--- src/rtl/nand_seq_pkg.sv ---
package nand_seq_pkg;
  typedef enum logic [1:0] {
    OP_CMD  = 2'd0,
    OP_ADDR = 2'd1,
    OP_WR   = 2'd2,
    OP_RD   = 2'd3
  } op_e;

  typedef enum logic [1:0] {
    PH_IDLE,
    PH_SETUP,
    PH_STROBE,
    PH_HOLD
  } phase_e;
endpackage

--- src/rtl/nand_timing_regs.sv ---
module nand_timing_regs #(
  parameter int SETUP_W = 2,
  parameter int PULSE_W = 3
) (
  input  logic               clk_i,
  input  logic               rst_ni,
  input  logic               we_i,
  input  logic [SETUP_W-1:0] setup_i,
  input  logic [PULSE_W-1:0] strobe_i,
  input  logic [PULSE_W-1:0] hold_i,
  output logic [SETUP_W-1:0] setup_o,
  output logic [PULSE_W-1:0] strobe_o,
  output logic [PULSE_W-1:0] hold_o
);
  // reset to the slowest timing
  always_ff @(posedge clk_i or negedge rst_ni) begin
    if (!rst_ni) begin
      setup_o  <= '1;
      strobe_o <= '1;
      hold_o   <= '1;
    end else if (we_i) begin
      setup_o  <= setup_i;
      strobe_o <= strobe_i;
      hold_o   <= hold_i;
    end
  end
endmodule

--- src/rtl/nand_rb_sync.sv ---
module nand_rb_sync #(
  parameter int STAGES = 2
) (
  input  logic clk_i,
  input  logic rst_ni,
  input  logic async_i,
  output logic sync_o
);
  logic [STAGES-1:0] pipe_q;

  always_ff @(posedge clk_i or negedge rst_ni) begin
    if (!rst_ni) pipe_q <= '0;
    else         pipe_q <= {pipe_q[STAGES-2:0], async_i};
  end

  assign sync_o = pipe_q[STAGES-1];
endmodule

--- src/rtl/nand_phase_seq.sv ---
module nand_phase_seq
  import nand_seq_pkg::*;
#(
  parameter int SETUP_W = 2,
  parameter int PULSE_W = 3,
  parameter int DATA_W  = 8
) (
  input  logic               clk_i,
  input  logic               rst_ni,
  input  logic               req_i,
  input  op_e                op_i,
  input  logic [DATA_W-1:0]  data_i,
  input  logic [SETUP_W-1:0] setup_i,
  input  logic [PULSE_W-1:0] strobe_i,
  input  logic [PULSE_W-1:0] hold_i,
  input  logic [DATA_W-1:0]  dq_i,
  output phase_e             phase_o,
  output op_e                op_o,
  output logic [DATA_W-1:0]  data_o,
  output logic [DATA_W-1:0]  rdata_o,
  output logic               rvalid_o
);
  localparam int CNT_W = (SETUP_W > PULSE_W) ? SETUP_W : PULSE_W;

  phase_e             phase_q;
  op_e                op_q;
  logic [CNT_W-1:0]   cnt_q;
  logic [PULSE_W-1:0] strobe_q, hold_q;
  logic [DATA_W-1:0]  data_q, rdata_q;
  logic               rvalid_q;
  logic               last_tick;

  assign last_tick = (cnt_q == '0);

  always_ff @(posedge clk_i or negedge rst_ni) begin
    if (!rst_ni) begin
      phase_q  <= PH_IDLE;
      op_q     <= OP_CMD;
      cnt_q    <= '0;
      strobe_q <= '0;
      hold_q   <= '0;
      data_q   <= '0;
      rdata_q  <= '0;
      rvalid_q <= 1'b0;
    end else begin
      rvalid_q <= 1'b0;
      unique case (phase_q)
        PH_IDLE: if (req_i) begin
          // timing snapshot taken at accept
          phase_q  <= PH_SETUP;
          cnt_q    <= CNT_W'(setup_i);
          strobe_q <= strobe_i;
          hold_q   <= hold_i;
          op_q     <= op_i;
          data_q   <= data_i;
        end
        PH_SETUP: begin
          if (last_tick) begin
            phase_q <= PH_STROBE;
            cnt_q   <= CNT_W'(strobe_q);
          end else cnt_q <= cnt_q - 1'b1;
        end
        PH_STROBE: begin
          if (last_tick) begin
            phase_q <= PH_HOLD;
            cnt_q   <= CNT_W'(hold_q);
            if (op_q == OP_RD) begin
              rdata_q  <= dq_i;   // strobe releases at this edge
              rvalid_q <= 1'b1;
            end
          end else cnt_q <= cnt_q - 1'b1;
        end
        PH_HOLD: begin
          if (last_tick) phase_q <= PH_IDLE;
          else           cnt_q   <= cnt_q - 1'b1;
        end
        default: phase_q <= PH_IDLE;
      endcase
    end
  end

  assign phase_o  = phase_q;
  assign op_o     = op_q;
  assign data_o   = data_q;
  assign rdata_o  = rdata_q;
  assign rvalid_o = rvalid_q;
endmodule

--- src/rtl/nand_cycle_seq.sv ---
module nand_cycle_seq
  import nand_seq_pkg::*;
#(
  parameter bit EXT_SETUP = 1'b0,
  parameter int PULSE_W   = 3,
  parameter int DATA_W    = 8,
  parameter int SETUP_W   = EXT_SETUP ? 3 : 2
) (
  input  logic               clk_i,
  input  logic               rst_ni,
  input  logic               cfg_we_i,
  input  logic [SETUP_W-1:0] cfg_setup_i,
  input  logic [PULSE_W-1:0] cfg_strobe_i,
  input  logic [PULSE_W-1:0] cfg_hold_i,
  input  logic               ce_we_i,
  input  logic               ce_off_i,
  input  logic               req_i,
  input  logic [1:0]         req_op_i,
  input  logic [DATA_W-1:0]  req_data_i,
  output logic               busy_o,
  output logic [DATA_W-1:0]  rdata_o,
  output logic               rdata_valid_o,
  output logic               ready_o,
  output logic               nce_o,
  output logic               cle_o,
  output logic               ale_o,
  output logic               nwe_o,
  output logic               nre_o,
  output logic [DATA_W-1:0]  dq_o,
  output logic               dq_oe_o,
  input  logic [DATA_W-1:0]  dq_i,
  input  logic               rnb_i
);
  logic [SETUP_W-1:0] setup_w;
  logic [PULSE_W-1:0] strobe_w, hold_w;
  phase_e             phase_w;
  op_e                op_w;
  logic [DATA_W-1:0]  data_w;
  logic               nce_q;
  logic               active, strobing, is_rd;

  nand_timing_regs #(.SETUP_W(SETUP_W), .PULSE_W(PULSE_W)) u_regs (
    .clk_i   (clk_i),
    .rst_ni  (rst_ni),
    .we_i    (cfg_we_i),
    .setup_i (cfg_setup_i),
    .strobe_i(cfg_strobe_i),
    .hold_i  (cfg_hold_i),
    .setup_o (setup_w),
    .strobe_o(strobe_w),
    .hold_o  (hold_w)
  );

  nand_phase_seq #(.SETUP_W(SETUP_W), .PULSE_W(PULSE_W), .DATA_W(DATA_W)) u_seq (
    .clk_i   (clk_i),
    .rst_ni  (rst_ni),
    .req_i   (req_i),
    .op_i    (op_e'(req_op_i)),
    .data_i  (req_data_i),
    .setup_i (setup_w),
    .strobe_i(strobe_w),
    .hold_i  (hold_w),
    .dq_i    (dq_i),
    .phase_o (phase_w),
    .op_o    (op_w),
    .data_o  (data_w),
    .rdata_o (rdata_o),
    .rvalid_o(rdata_valid_o)
  );

  nand_rb_sync #(.STAGES(2)) u_rb (
    .clk_i  (clk_i),
    .rst_ni (rst_ni),
    .async_i(rnb_i),
    .sync_o (ready_o)
  );

  always_ff @(posedge clk_i or negedge rst_ni) begin
    if (!rst_ni)      nce_q <= 1'b1;
    else if (ce_we_i) nce_q <= ce_off_i;
  end

  assign active   = (phase_w != PH_IDLE);
  assign strobing = (phase_w == PH_STROBE);
  assign is_rd    = (op_w == OP_RD);

  assign busy_o  = active;
  assign nce_o   = nce_q;
  assign cle_o   = active && (op_w == OP_CMD);
  assign ale_o   = active && (op_w == OP_ADDR);
  assign nwe_o   = !(strobing && !is_rd);
  assign nre_o   = !(strobing && is_rd);
  assign dq_oe_o = active && !is_rd;
  assign dq_o    = dq_oe_o ? data_w : '0;
endmodule

--- config.mk ---
export PLATFORM = sky130hd
export DESIGN_NAME = nand_cycle_seq
export DESIGN_NICKNAME = d
export VERILOG_FILES = /design/src/rtl/nand_seq_pkg.sv /design/src/rtl/nand_timing_regs.sv /design/src/rtl/nand_rb_sync.sv /design/src/rtl/nand_phase_seq.sv /design/src/rtl/nand_cycle_seq.sv
export SDC_FILE = /design/constraint.sdc
export NUM_CORES = 1
export LEC_CHECK = 0
export BUFFER_PORTS_ARGS = -buffer_cell sky130_fd_sc_hd__buf_4
export CORE_UTILIZATION = 40
export CTS_BUF_LIST = sky130_fd_sc_hd__clkbuf_4 sky130_fd_sc_hd__clkbuf_8 sky130_fd_sc_hd__clkbuf_16
export DETAILED_ROUTE_END_ITERATION = 7
export GPL_ROUTABILITY_DRIVEN = 0
export PLACE_DENSITY = 0.77
export SYNTH_ARGS = -nofsm -noshare
export SYNTH_HDL_FRONTEND = slang
export SYNTH_SLANG_ARGS = --single-unit
--- constraint.sdc ---
create_clock -name clk_i -period 4.2 [get_ports clk_i]
set_input_delay 0.42 -clock clk_i [delete_from_list [all_inputs] [get_ports clk_i]]
set_output_delay 0.42 -clock clk_i [all_outputs]
set_load 0.02 [all_outputs]
; ---- Word level (Yosys, flattened, before mapping)
; Index checks and enable logic that the tools add are counted.
[totals]
regBits = 41
wordCells = 54
[op_classes]
addsub = 1
n_eq_ne = 10
muxes = 14
n_reduce_logical = 16
[ops]
columns = operator, count
row1 = two-way mux 3 bit, 4
row2 = case mux 3 bit (4 select lines), 1
row3 = two-way mux 2 bit, 4
row4 = two-way mux 8 bit, 1
row5 = case mux 2 bit (4 select lines), 1
row6 = "equality test 2 bit, second input constant", 3
row7 = "inequality test 2 x 1 -> 1 bit, second input constant", 3
row8 = logical AND 1 bit, 5
row9 = "equality test 2 x 1 -> 1 bit, second input constant", 2
row10 = logical NOT 2 bit, 2
row11 = "inequality test 2 bit, second input constant", 2
row12 = AND reduction 2 bit, 2
row13 = AND reduction 4 bit, 1
row14 = logical NOT 1 bit, 3
row15 = logical NOT 3 bit, 1
row16 = two-way mux 1 bit, 3
row17 = AND reduction 3 bit, 1
row18 = "subtractor 3 x 1 -> 3 bit, second input constant", 1
row19 = nonzero test 2 bit, 1

; ---- Longest topological paths before layout
; Gate-level depths: netlist of run 1.
[logic_depth]
depth_word = 4
ltp_mapped = 7
ltp_nobuf = 6

; ---- Cells and area by module
; From an unflattened synthesis of run 1, not the netlist that was laid out.
[hier_totals]
hier_cells = 135
area_unflattened_um2 = 1903.1
[modules_own_cells]
columns = module, area_each_um2, cells_each, instances
row1 = nand_phase_seq, 1356.3, 97, 1
row2 = nand_timing_regs, 341.6, 17, 1
row3 = nand_cycle_seq, 155.1, 19, 1
row4 = nand_rb_sync, 50.0, 2, 1

; ---- Worst setup path after synthesis of run 1
; Ideal clock, no wire load.
[synth_path]
path_kind = register -> output
startpoint = register u_seq.phase_q[0] (netlist: u_seq.phase_o[0])
endpoint = output port dq_o[0]
path_stages_with_launch = 5
arrival_ns = 1.562
slack_ns = 2.218
path_cell_list = dfrtp_1 > inv_1 > ha_1 > a21oi_1 > and2_1
[synth_between]
elab_chain_len = 3
[synth_rtl]
columns = element, line_no
row1 = "start, declared", nand_phase_seq.sv:25  ; phase_e phase_q;
row2 = "start signal, assigned", nand_phase_seq.sv:37  ; phase_q <= PH_IDLE;
row3 = "start signal, assigned", nand_phase_seq.sv:50  ; phase_q <= PH_SETUP;
row4 = "start signal, assigned", nand_phase_seq.sv:59  ; phase_q <= PH_STROBE;
row5 = nonzero test 2 bit, nand_cycle_seq.sv:83  ; assign active = (phase_w != PH_IDLE);
row6 = logical AND 1 bit, nand_cycle_seq.sv:93  ; assign dq_oe_o = active && !is_rd;
row7 = net dq_oe_o, nand_cycle_seq.sv:30  ; output logic dq_oe_o,
row8 = two-way mux 8 bit, nand_cycle_seq.sv:94  ; assign dq_o = dq_oe_o ? data_w : '0;
row9 = "end, declared", nand_cycle_seq.sv:29  ; output logic [DATA_W-1:0] dq_o,
; The timed path passes the listed nets, and every way through them passes these cells.

; ---- Worst setup path in the final report of run 1
[layout_path]
startpoint = register u_seq.phase_q[0] (netlist: u_seq.phase_o[0])
endpoint = output port dq_o[6]
[layout_between]
elab_chain_len = 3
[layout_rtl]
columns = element, line_no
row1 = nonzero test 2 bit, nand_cycle_seq.sv:83
row2 = logical AND 1 bit, nand_cycle_seq.sv:93
row3 = two-way mux 8 bit, nand_cycle_seq.sv:94
; No other way between the ends.

==> flow_summary_export.csv, run 1 <==
group,metric,value,unit
setup_path,cpPeakStageDelay,0.39,ns
power,max-vdd-ir-drop,369,uV
finish,multi_input_area,752,um^2
logic_synthesis,syn_avg_cell_area,13.9,um^2
timing,slew_violations,0,
logic_synthesis,synth.top_cells.by_count,"dfrtp_1 (32), mux2_2 (25), dfstp_2 (9)",
cts,cts_setup_buffers,0,
route,drt-total-wl,3490,um
placement,hpwl,2630,um
logic_synthesis,synth_edf_count,0,
timing,hold_violations,0,
finish,instances_no_fill,246,
global_routing,grt_pass1_wl,5870,um
finish,drive_gt1_frac,0.541,
floorplan,initial_core_util,0.422,
timing,skew,0.00990,ns
cts,clkSlewWorstSetupHoldPaths,0.08,ns
cts,cts.sinks,41,
route,num_vias,1226,
global_routing,grt_max_degree,42,
floorplan,die_w,70.0,um
setup_path,startpoint,"u_seq.phase_o[0]",
finish,seq_area,1040,um^2
finish,num_antenna_cells,0,
setup_path,cp-start-kind,"flop",
floorplan,io-pin-count,58,
power,internal_power,1170,uW
timing,post-route-min-period,2.19,ns
floorplan,dieArea,4900,um^2
timing,period_share,0.522,
outcome,status,"finished clean",
cts,cts_made_buffers,5,
logic_synthesis,synth_most_common_cell,"dfrtp_1",
power,p_switching,655,uW
placement,place_inst,238,
cts,h-tree-depth,2,
finish,final_nets,233,
global_routing,grt_remaining_overflow,0,
setup_path,critPathMaxFanout,9,
logic_synthesis,synth_area,1850,um^2
logic_synthesis,synth_top_area_frac,0.433,
cts,insertion_delay,0.30,ns
logic_synthesis,ys.flop_type,"dfrtp_1",
logic_synthesis,synth-seq-area-share,0.561,
logic_synthesis,syn_nets,173,
logic_synthesis,synth_warnings,0,
setup_path,path_class,"reg -> out",
power,power_density,754,nW/um^2
finish,area_delta_synth_final,30.6,%
timing,setup_viol,0,
route,drtPass1Iterations,4,
power,power,1820,uW
cts,cts_buffer_depth,2,
global_routing,grt_pass1_vias,1286,
route,via_per_inst,4.98,
logic_synthesis,synth_cells,133,
cts,cts_resized,0,
finish,fillers,377,
logic_synthesis,yosys_register_bits,41,
timing,slew_headroom,0.671,
route,drc,0,
setup_path,crit_required,3.78,ns
global_routing,antenna_found_initial,0,
placement,port-buffer-count,57,
cts,clock-root-buffer,"clkbuf_8",
global_routing,grt_use_total,0.153,
setup_path,cp.arrival,1.77,ns
min_path,hp-class,"in -> async",
route,wire_per_inst,14.2,um
setup_path,cp_cell_sequence,"inv_1 > ha_1 > a21oi_1 > and2_1 > buf_4",
power,combPwrFrac,0.479,
power,leakage,0.00115,uW
logic_synthesis,yosys.area.top_type,"dfrtp_1",
logic_synthesis,synthArstFlopShare,1.00,
power,sw_frac_of_total,0.359,
cts,cts_hold_buf,0,
setup_path,slowest_stage,"a21oi_1",
timing,rsz0062_at_grt,"no",
timing,tns,0,ns
timing,worstMarginPinSlew,0.494,ns
timing,max_freq,0.456,GHz
floorplan,core_area,4380,um^2
power,p_clk_frac,0.172,
cts,tritoncts,"built",
logic_synthesis,ys_types,30,
setup_path,end_kind,"primary output",
floorplan,rows,24,
route,ant_nets,0,
floorplan,fp.dieH,70.0,um
power,p_seq_frac,0.349,
route,drt_iter0_drc,41,
flow_run,maxCapViolations,0,
setup_path,reg2reg_from,"u_seq.phase_o[0]",
logic_synthesis,synth.area.top_cells,"dfrtp_1 (43%), mux2_2 (15%), dfstp_2 (13%)",
layer usage:
layer | global-route usage | vias up | part of all wire
li1 | - | 592 | -
met1 | 0.183 | 608 | 0.41
met2 | 0.266 | 21 | 0.54
met3 | 0.0433 | 5 | 0.038
met4 | 0.0467 | 0 | 0.012
met5 | 0 | - | 0
power groups by stage:
stage,Combinational [uW],Clock (uW),Sequential [uW]
CTS,882,322,636
floorplan,577,0,653
finish,872,314,636
global placement,863,0,633
detailed placement,878,0,642
global route,946,340,653
worst paths after layout:
check                              endpoint  slack (ns)  cells after the start
min in group clk_i           u_rb.pipe_q[0]        0.23                      1
hold reg to reg              u_rb.pipe_q[1]        0.36                      0
setup / recovery                    dq_o[6]        2.01                      5
hold / removal               u_seq.rvalid_o        0.09                      1
max in group asynchronous  u_regs.hold_o[2]        3.74                      1
setup reg to reg           u_seq.rdata_o[0]        2.21                      5
critical path, delay by kind of cell, from the launching register on:
| family | cells | cell delay (ns) |
|---|---|---|
| AND/OR/NAND/NOR | 1 | 0.20 |
| flip-flops | 1 | 0.38 |
| buffers and inverters | 2 | 0.24 |
| AO/OA/AOI/OAI | 1 | 0.39 |
| adder cells (fa/ha/maj) | 1 | 0.28 |
registers in the layout, summed over array words and instances (netlist names):
register / count
u_seq.cnt_q: 3
u_seq.phase_o: 2
u_seq.rvalid_o: 1
u_regs.hold_o: 3
u_seq.rdata_o: 8
u_seq.hold_q: 3
nce_o: 1
u_seq.data_o: 8
u_seq.op_o: 2
u_rb.pipe_q: 2
u_regs.strobe_o: 3
u_seq.strobe_q: 3
u_regs.setup_o: 2
cell families after synthesis:
kind of cell,after synthesis,share of synthesized area
muxes,34,0.209
and+or+nand+nor,24,0.0778
DFF,41,0.561
buffers and inverters,10,0.0325
AOI/OAI and AO/OA,17,0.0724
adders and majority gates,7,0.0474
layout by cell type, fill, tap and decap left out, types with 2 or more instances in the layout:
cell type	n
dfrtp_1	32
nand2_1	4
nor2b_1	2
nor3_1	3
ha_1	7
clkbuf_8	5
and2_1	8
mux2_2	25
o31ai_1	3
a22o_1	2
a22o_2	2
a221oi_1	2
inv_1	6
o21bai_1	2
buf_4	57
a21oi_1	2
dfstp_2	9
mux2_1	8
final cells by class:
cell class | count | share of cell area
Clock buffer | 6 | 0.0316
Tap cell | 52 | 0.0269
Clock inverter | 2 | 0.0145
Multi-Input combinational cell | 82 | 0.311
Timing Repair Buffer | 57 | 0.177
Sequential cell | 41 | 0.429
Inverter | 6 | 0.00932
metrics by stage:
step	area (um^2)	utilization	setup slack, ns	hold WS, ns
2_1_floorplan	1850	-	2.22	0.124
3_3_place_gp	2300	0.526	2.27	0.332
3_5_place_dp	2300	0.526	2.19	0.339
4_1_cts	2420	0.551	1.98	0.106
5_1_grt	2420	0.551	1.84	0.128
6_report	2420	0.551	2.01	0.0911
Power figures use the tool's default switching activity.
==> run 2: changes to the inputs <==
Settings changed: ABC_AREA from default to 1.
Clock period 4.2 ns to 2.3 ns, I/O delays scaled along.
==> flow_summary_export.csv, run 2 <==
group,metric,value,unit
timing,hold_violations,0,
timing,slew_violations,0,
timing,rsz0062_at_grt,"no",
floorplan,dieArea,5010,um^2
logic_synthesis,synth_edf_count,0,
setup_path,reg2reg_from,"u_seq.phase_o[0]",
logic_synthesis,synthSimpleGateAreaFrac,0.210,
logic_synthesis,synthMuxAreaShare,0.0337,
floorplan,rows,24,
timing,period_share,0.828,
finish,drive_gt1_frac,0.302,
finish,finalCoreUtilization,0.554,
timing,hold-worst-slack,0.0470,ns
setup_path,end_kind,"primary output",
power,p_seq_frac,0.342,
logic_synthesis,syn_nets,258,
placement,dp_slack,0.753,ns
timing,fin_ws,0.396,ns
cts,clkSlewWorstSetupHoldPaths,0.07,ns
route,drt-total-wl,3660,um
power,sw_frac_of_total,0.418,
finish,num_antenna_cells,0,
cts,cts_setup_buffers,0,
logic_synthesis,synth_warnings,0,
finish,instances_no_fill,330,
global_routing,grt_use_total,0.165,
timing,skew,0.00605,ns
global_routing,grt_remaining_overflow,0,
logic_synthesis,yosys.area.top_type,"dfrtp_1",
logic_synthesis,yosys_register_bits,41,
setup_path,crit_buf_inv,3,
timing,max_freq,0.525,GHz
setup_path,r2r_slack,0.79,ns
power,internal_power,1920,uW
cts,tritoncts,"built",
setup_path,path_class,"reg -> out",
power,leakage,0.00131,uW
logic_synthesis,synth_area,1890,um^2
timing,worstMarginPinSlew,0.491,ns
logic_synthesis,synth_top_family_by_area,"simple AND/OR/NAND/NOR gates",
finish,final_cell_mix,"nand2_1 (67), buf_4 (58), dfrtp_1 (32), inv_1 (29)",
setup_path,slowest_stage,"dfrtp_1",
route,ant_nets,0,
cts,cts.sinks,41,
setup_path,cp.arrival,1.67,ns
finish,area_delta_synth_final,30.1,%
route,wire_per_inst,11.1,um
flow_run,maxCapViolations,0,
route,drc,0,
floorplan,core_area,4440,um^2
setup_path,cp.depth,6,
route,drt_iter0_drc,68,
floorplan,io-pin-count,58,
finish,seq_area,1040,um^2
setup_path,cp-start-kind,"flop",
setup_path,startpoint,"u_seq.phase_o[0]",
global_routing,grt_pass1_wl,6280,um
power,max-vdd-ir-drop,708,uV
power,p_clk_frac,0.142,
logic_synthesis,synth_top_area_frac,0.423,
min_path,hp-class,"in -> reg",
placement,port-buffer-count,57,
logic_synthesis,ys.flop_type,"dfrtp_1",
floorplan,initial_core_util,0.426,
logic_synthesis,synth_cells,218,
timing,setup_viol,0,
route,via_per_inst,4.62,
global_routing,grt_pass1_vias,1473,
logic_synthesis,synth.top_cells.by_count,"nand2_1 (67), dfrtp_1 (32), inv_1 (29)",
finish,multi_input_area,712,um^2
global_routing,antenna_found_initial,0,
logic_synthesis,synth_compound_area_frac,0.0820,
cts,cts_made_buffers,5,
global_routing,grt_max_degree,42,
setup_path,cpPeakStageDelay,0.40,ns
logic_synthesis,synth-xor-area-share,0.00463,
setup_path,reg2reg_to,"u_seq.data_o[0]",
cts,clock-root-buffer,"clkbuf_8",
setup_path,critPathTopFamily,"buffers and inverters",
placement,hpwl,2760,um
timing,tns,0,ns
power,power_density,1340,nW/um^2
setup_path,critPathCapture,"dq_o[6]",
cts,cts_resized,0,
setup_path,critPathMaxFanout,8,
timing,slew_headroom,0.673,
timing,post-route-min-period,1.90,ns
floorplan,die_w,70.8,um
cts,insertion_delay,0.29,ns
finish,layout_commonest_cell,"nand2_1",
floorplan,fp.dieH,70.8,um
cts,cts_buffer_depth,2,
logic_synthesis,syn_avg_cell_area,8.68,um^2
power,p_switching,1380,uW
logic_synthesis,synthArstFlopShare,1.00,
outcome,status,"finished clean",
cts,h-tree-depth,2,
setup_path,cp_cell_sequence,"inv_1 > ha_1 > nor2_1 > inv_1 > nor2_1 > buf_4",
logic_synthesis,synth-seq-area-share,0.548,
setup_path,crit_required,2.07,ns
finish,final_nets,318,
placement,place_inst,322,
logic_synthesis,synth_fa_ha_area_frac,0.0463,
power,combPwrFrac,0.517,
finish,fillers,414,
logic_synthesis,synth.area.top_cells,"dfrtp_1 (42%), nand2_1 (13%), dfstp_2 (12%)",
route,drtPass1Iterations,4,
route,num_vias,1523,
cts,cts_hold_buf,1,
logic_synthesis,ys_types,23,
setup_path,r2r_cells,6,
logic_synthesis,synth_most_common_cell,"nand2_1",
-- run 2: cell types whose count changed after synthesis, sizes merged, moves of 8 or more --
cell | before | now
nand2 | 5 | 69
mux2 | 34 | 5
inv | 6 | 30
nor2 | 1 | 23
o21ai | 1 | 22
and2 | 8 | 0
-- run 2: logic make-up (layout without fill, tap and decap cells) --
family / Yosys count / after routing
adders and majority gates: 7 / 7
AOI/OAI and AO/OA: 31 / 31
DFF: 41 / 41
buffers and inverters: 36 / 96
xor gates and xnor gates: 1 / 1
muxes: 5 / 5
and+or+nand+nor: 97 / 97
-- run 2: power by group through the flow --
| stage | clock network [uW] | logic, uW | registers [uW] |
|---|---|---|---|
| 6_report | 468 | 1710 | 1130 |
| 2_1_floorplan | 0 | 1050 | 1210 |
| 3_3_place_gp | 0 | 1690 | 1130 |
| 3_5_place_dp | 0 | 1710 | 1140 |
| 4_1_cts | 488 | 1720 | 1130 |
| 5_1_grt | 523 | 1910 | 1160 |
-- run 2: worst reg2reg max path, stage by stage, from the launching register on --
cell and delay, ns:
dfrtp_1 0.40, inv_1 0.10, ha_1 0.27, nand2_1 0.17
buf_4 0.29, nor2_1 0.07, a21oi_1 0.13
-- run 2: how the worst min path moves through the flow --
stage                      start               to  slack [ns]  depth (start not counted)
after detailed placement  rst_ni  u_seq.data_o[4]        0.24                          1
after floorplan           rst_ni   u_rb.pipe_q[0]       -0.07                          0
after global placement    rst_ni  u_seq.data_o[4]        0.24                          1
after CTS                  rnb_i   u_rb.pipe_q[0]        0.04                          1
final                      rnb_i   u_rb.pipe_q[0]        0.05                          1
after global routing       rnb_i   u_rb.pipe_q[0]        0.03                          1
-- run 2: final cells by class --
| cell class | instances | area share |
|---|---|---|
| inverter | 30 | 0.0457 |
| multi-input combinational | 141 | 0.289 |
| sequential | 41 | 0.421 |
| tap | 52 | 0.0264 |
| timing repair buffer | 59 | 0.181 |
| clock buffer | 7 | 0.0366 |
-- run 2: stage by stage --
stage / cell area [um^2] / power, uW
final: 2460 / 3300
after global placement: 2360 / 2820
after global routing: 2460 / 3590
after detailed placement: 2360 / 2850
after CTS: 2460 / 3340
after floorplan: 1890 / 2260
-- run 2: routing by layer --
metal,vias to the layer above,GRT usage,share of wire
met5,-,0,0
met4,0,0.0978,0.033
met3,10,0.0484,0.041
met2,30,0.274,0.53
met1,702,0.189,0.40
li1,781,-,-
==> run 3: changes to the inputs <==
Settings changed: PLACE_DENSITY 0.77 to 0.79.
Clock period 2.3 ns to 1.6 ns, I/O delays scaled along.
==> flow_summary_export.csv, run 3 (synthesized netlist as in run 2, its figures left out) <==
group,metric,value,unit
setup_path,crit_buf_inv,3,
cts,tritoncts,"built",
power,p_seq_frac,0.307,
finish,instances_no_fill,338,
cts,clock-root-buffer,"clkbuf_8",
power,leakage,0.00136,uW
placement,hpwl,2850,um
finish,layout_commonest_cell,"nand2_1",
timing,slew_violations,0,
global_routing,grt_remaining_overflow,0,
setup_path,path_class,"reg -> out",
timing,setup_viol,7,
cts,cts_made_buffers,5,
route,via_per_inst,4.70,
route,ant_nets,0,
placement,port-buffer-count,57,
global_routing,grt_max_degree,42,
outcome,status,"complete, but fails checks",
finish,fillers,379,
timing,period_share,1.02,
finish,num_antenna_cells,0,
route,drtPass1Iterations,5,
setup_path,end_kind,"primary output",
cts,cts.sinks,41,
timing,max_freq,0.614,GHz
finish,area_delta_synth_final,37.3,%
setup_path,critPathMaxFanout,8,
finish,drive_gt1_frac,0.357,
min_path,hp-class,"in -> reg",
setup_path,cp-start-kind,"flop",
global_routing,grt_pass1_wl,6620,um
flow_run,maxCapViolations,0,
finish,multi_input_area,762,um^2
floorplan,rows,24,
route,drc,0,
cts,insertion_delay,0.30,ns
setup_path,cpPeakStageDelay,0.41,ns
floorplan,initial_core_util,0.426,
cts,clkSlewWorstSetupHoldPaths,0.08,ns
global_routing,grt_pass1_vias,1460,
power,p_clk_frac,0.141,
power,combPwrFrac,0.552,
route,drt-total-wl,4190,um
timing,slew_headroom,0.670,
setup_path,slowest_stage,"dfrtp_1",
finish,final_nets,325,
floorplan,die_w,70.8,um
setup_path,cp.arrival,1.47,ns
route,wire_per_inst,12.4,um
power,power_density,2040,nW/um^2
timing,worstMarginPinSlew,0.494,ns
global_routing,grt_use_total,0.174,
route,num_vias,1588,
cts,h-tree-depth,2,
timing,hold_violations,0,
timing,rsz0062_at_grt,"yes",
finish,final_cell_mix,"nand2_1 (67), buf_4 (59), dfrtp_1 (32), inv_1 (26), o21ai_0 (21)",
power,p_switching,2260,uW
power,sw_frac_of_total,0.425,
route,drt_iter0_drc,86,
timing,post-route-min-period,1.63,ns
finish,finalCoreUtilization,0.585,
power,max-vdd-ir-drop,1000,uV
timing,fin_ws,-0.0295,ns
placement,place_inst,324,
outcome,violations,"setup timing",
timing,skew,0.00655,ns
setup_path,cp_cell_sequence,"inv_2 > ha_4 > nor2_4 > inv_4 > nor2_1 > buf_4",
floorplan,core_area,4440,um^2
timing,tns,-0.104,ns
setup_path,crit_required,1.44,ns
setup_path,critPathTopFamily,"flip-flops",
timing,hold-worst-slack,0.0587,ns
cts,cts_buffer_depth,2,
global_routing,antenna_found_initial,0,
finish,seq_area,1040,um^2
floorplan,io-pin-count,58,
power,internal_power,3050,uW
floorplan,fp.dieH,70.8,um
floorplan,dieArea,5010,um^2
==> run 3: changes by cell type in the layout (fill, tap and decap cells not counted), moves of 2 or more <==
cell and change:
ha_1 -2, nor2_1 -6, nor2_2 +4, nor2_4 +2, inv_2 +2, buf_6 +5, ha_4 +2, inv_1 -3
==> run 3: worst register-to-register path, stage by stage, from the launching register on <==
cell and delay [ns]:
dfrtp_1 0.43, buf_4 0.17, ha_1 0.24, inv_1 0.08
nand2_1 0.06, nand2_1 0.09, nand3_1 0.16, nand2_1 0.10
o21ai_0 0.08
==> run 3: cell type report <==
| class | instances | area share |
|---|---|---|
| multi-input combinational | 141 | 0.293 |
| clock inverter | 1 | 0.00192 |
| timing repair buffer | 66 | 0.200 |
| inverter | 30 | 0.0443 |
| clock buffer | 7 | 0.0371 |
| tap | 52 | 0.0250 |
| sequential | 41 | 0.399 |
==> run 3: timing repair <==
item | CTS | global route
cloned | 0 | 0
pin swaps | 0 | 1
gates resized for setup | 8 | 13
endpoints found under the hold margin | 33 | 0
hold buffers | 2 | 0
buffers inserted | 2 | 2
setup endpoints to repair | 13 | 10
==> run 3: power by group through the flow <==
stage	Sequential, uW	Combinational (uW)	Clock (uW)
global placement	1630	2480	0
finish	1630	2930	748
detailed placement	1650	2540	0
floorplan	1740	1510	0
CTS	1620	2730	765
global route	1670	3210	791
==> run 3: worst paths after layout <==
check | slack (ns) | depth (start not counted) | from | end
worst max-delay path | -0.03 | 6 | u_seq.phase_o[0] | dq_o[3]
worst min-delay path | 0.06 | 3 | dq_i[7] | u_seq.rdata_o[7]
worst max register to register | 0.09 | 8 | u_seq.phase_o[0] | u_seq.phase_o[0]
worst min register to register | 0.36 | 0 | u_rb.pipe_q[0] | u_rb.pipe_q[1]
max in group asynchronous | 0.86 | 2 | rst_ni | u_regs.strobe_o[0]
min in group asynchronous | 0.38 | 2 | rst_ni | u_seq.data_o[7]
==> run 3: metrics by stage <==
stage | worst slack (ns) | area [um^2] | total power (uW)
3_5_place_dp | 0.120 | 2380 | 4190
5_1_grt | -0.0454 | 2600 | 5670
2_1_floorplan | 0.0122 | 1900 | 3260
3_3_place_gp | 0.164 | 2380 | 4110
6_report | -0.0295 | 2600 | 5310
4_1_cts | 0.00434 | 2550 | 5110
==> run 3: layer usage <==
metal / share of wire / global-route usage / up-vias
li1: - / - / 797
met3: 0.020 / 0.0285 / 12
met2: 0.54 / 0.301 / 27
met1: 0.41 / 0.197 / 752
met5: 0 / 0 / -
met4: 0.029 / 0.122 / 0
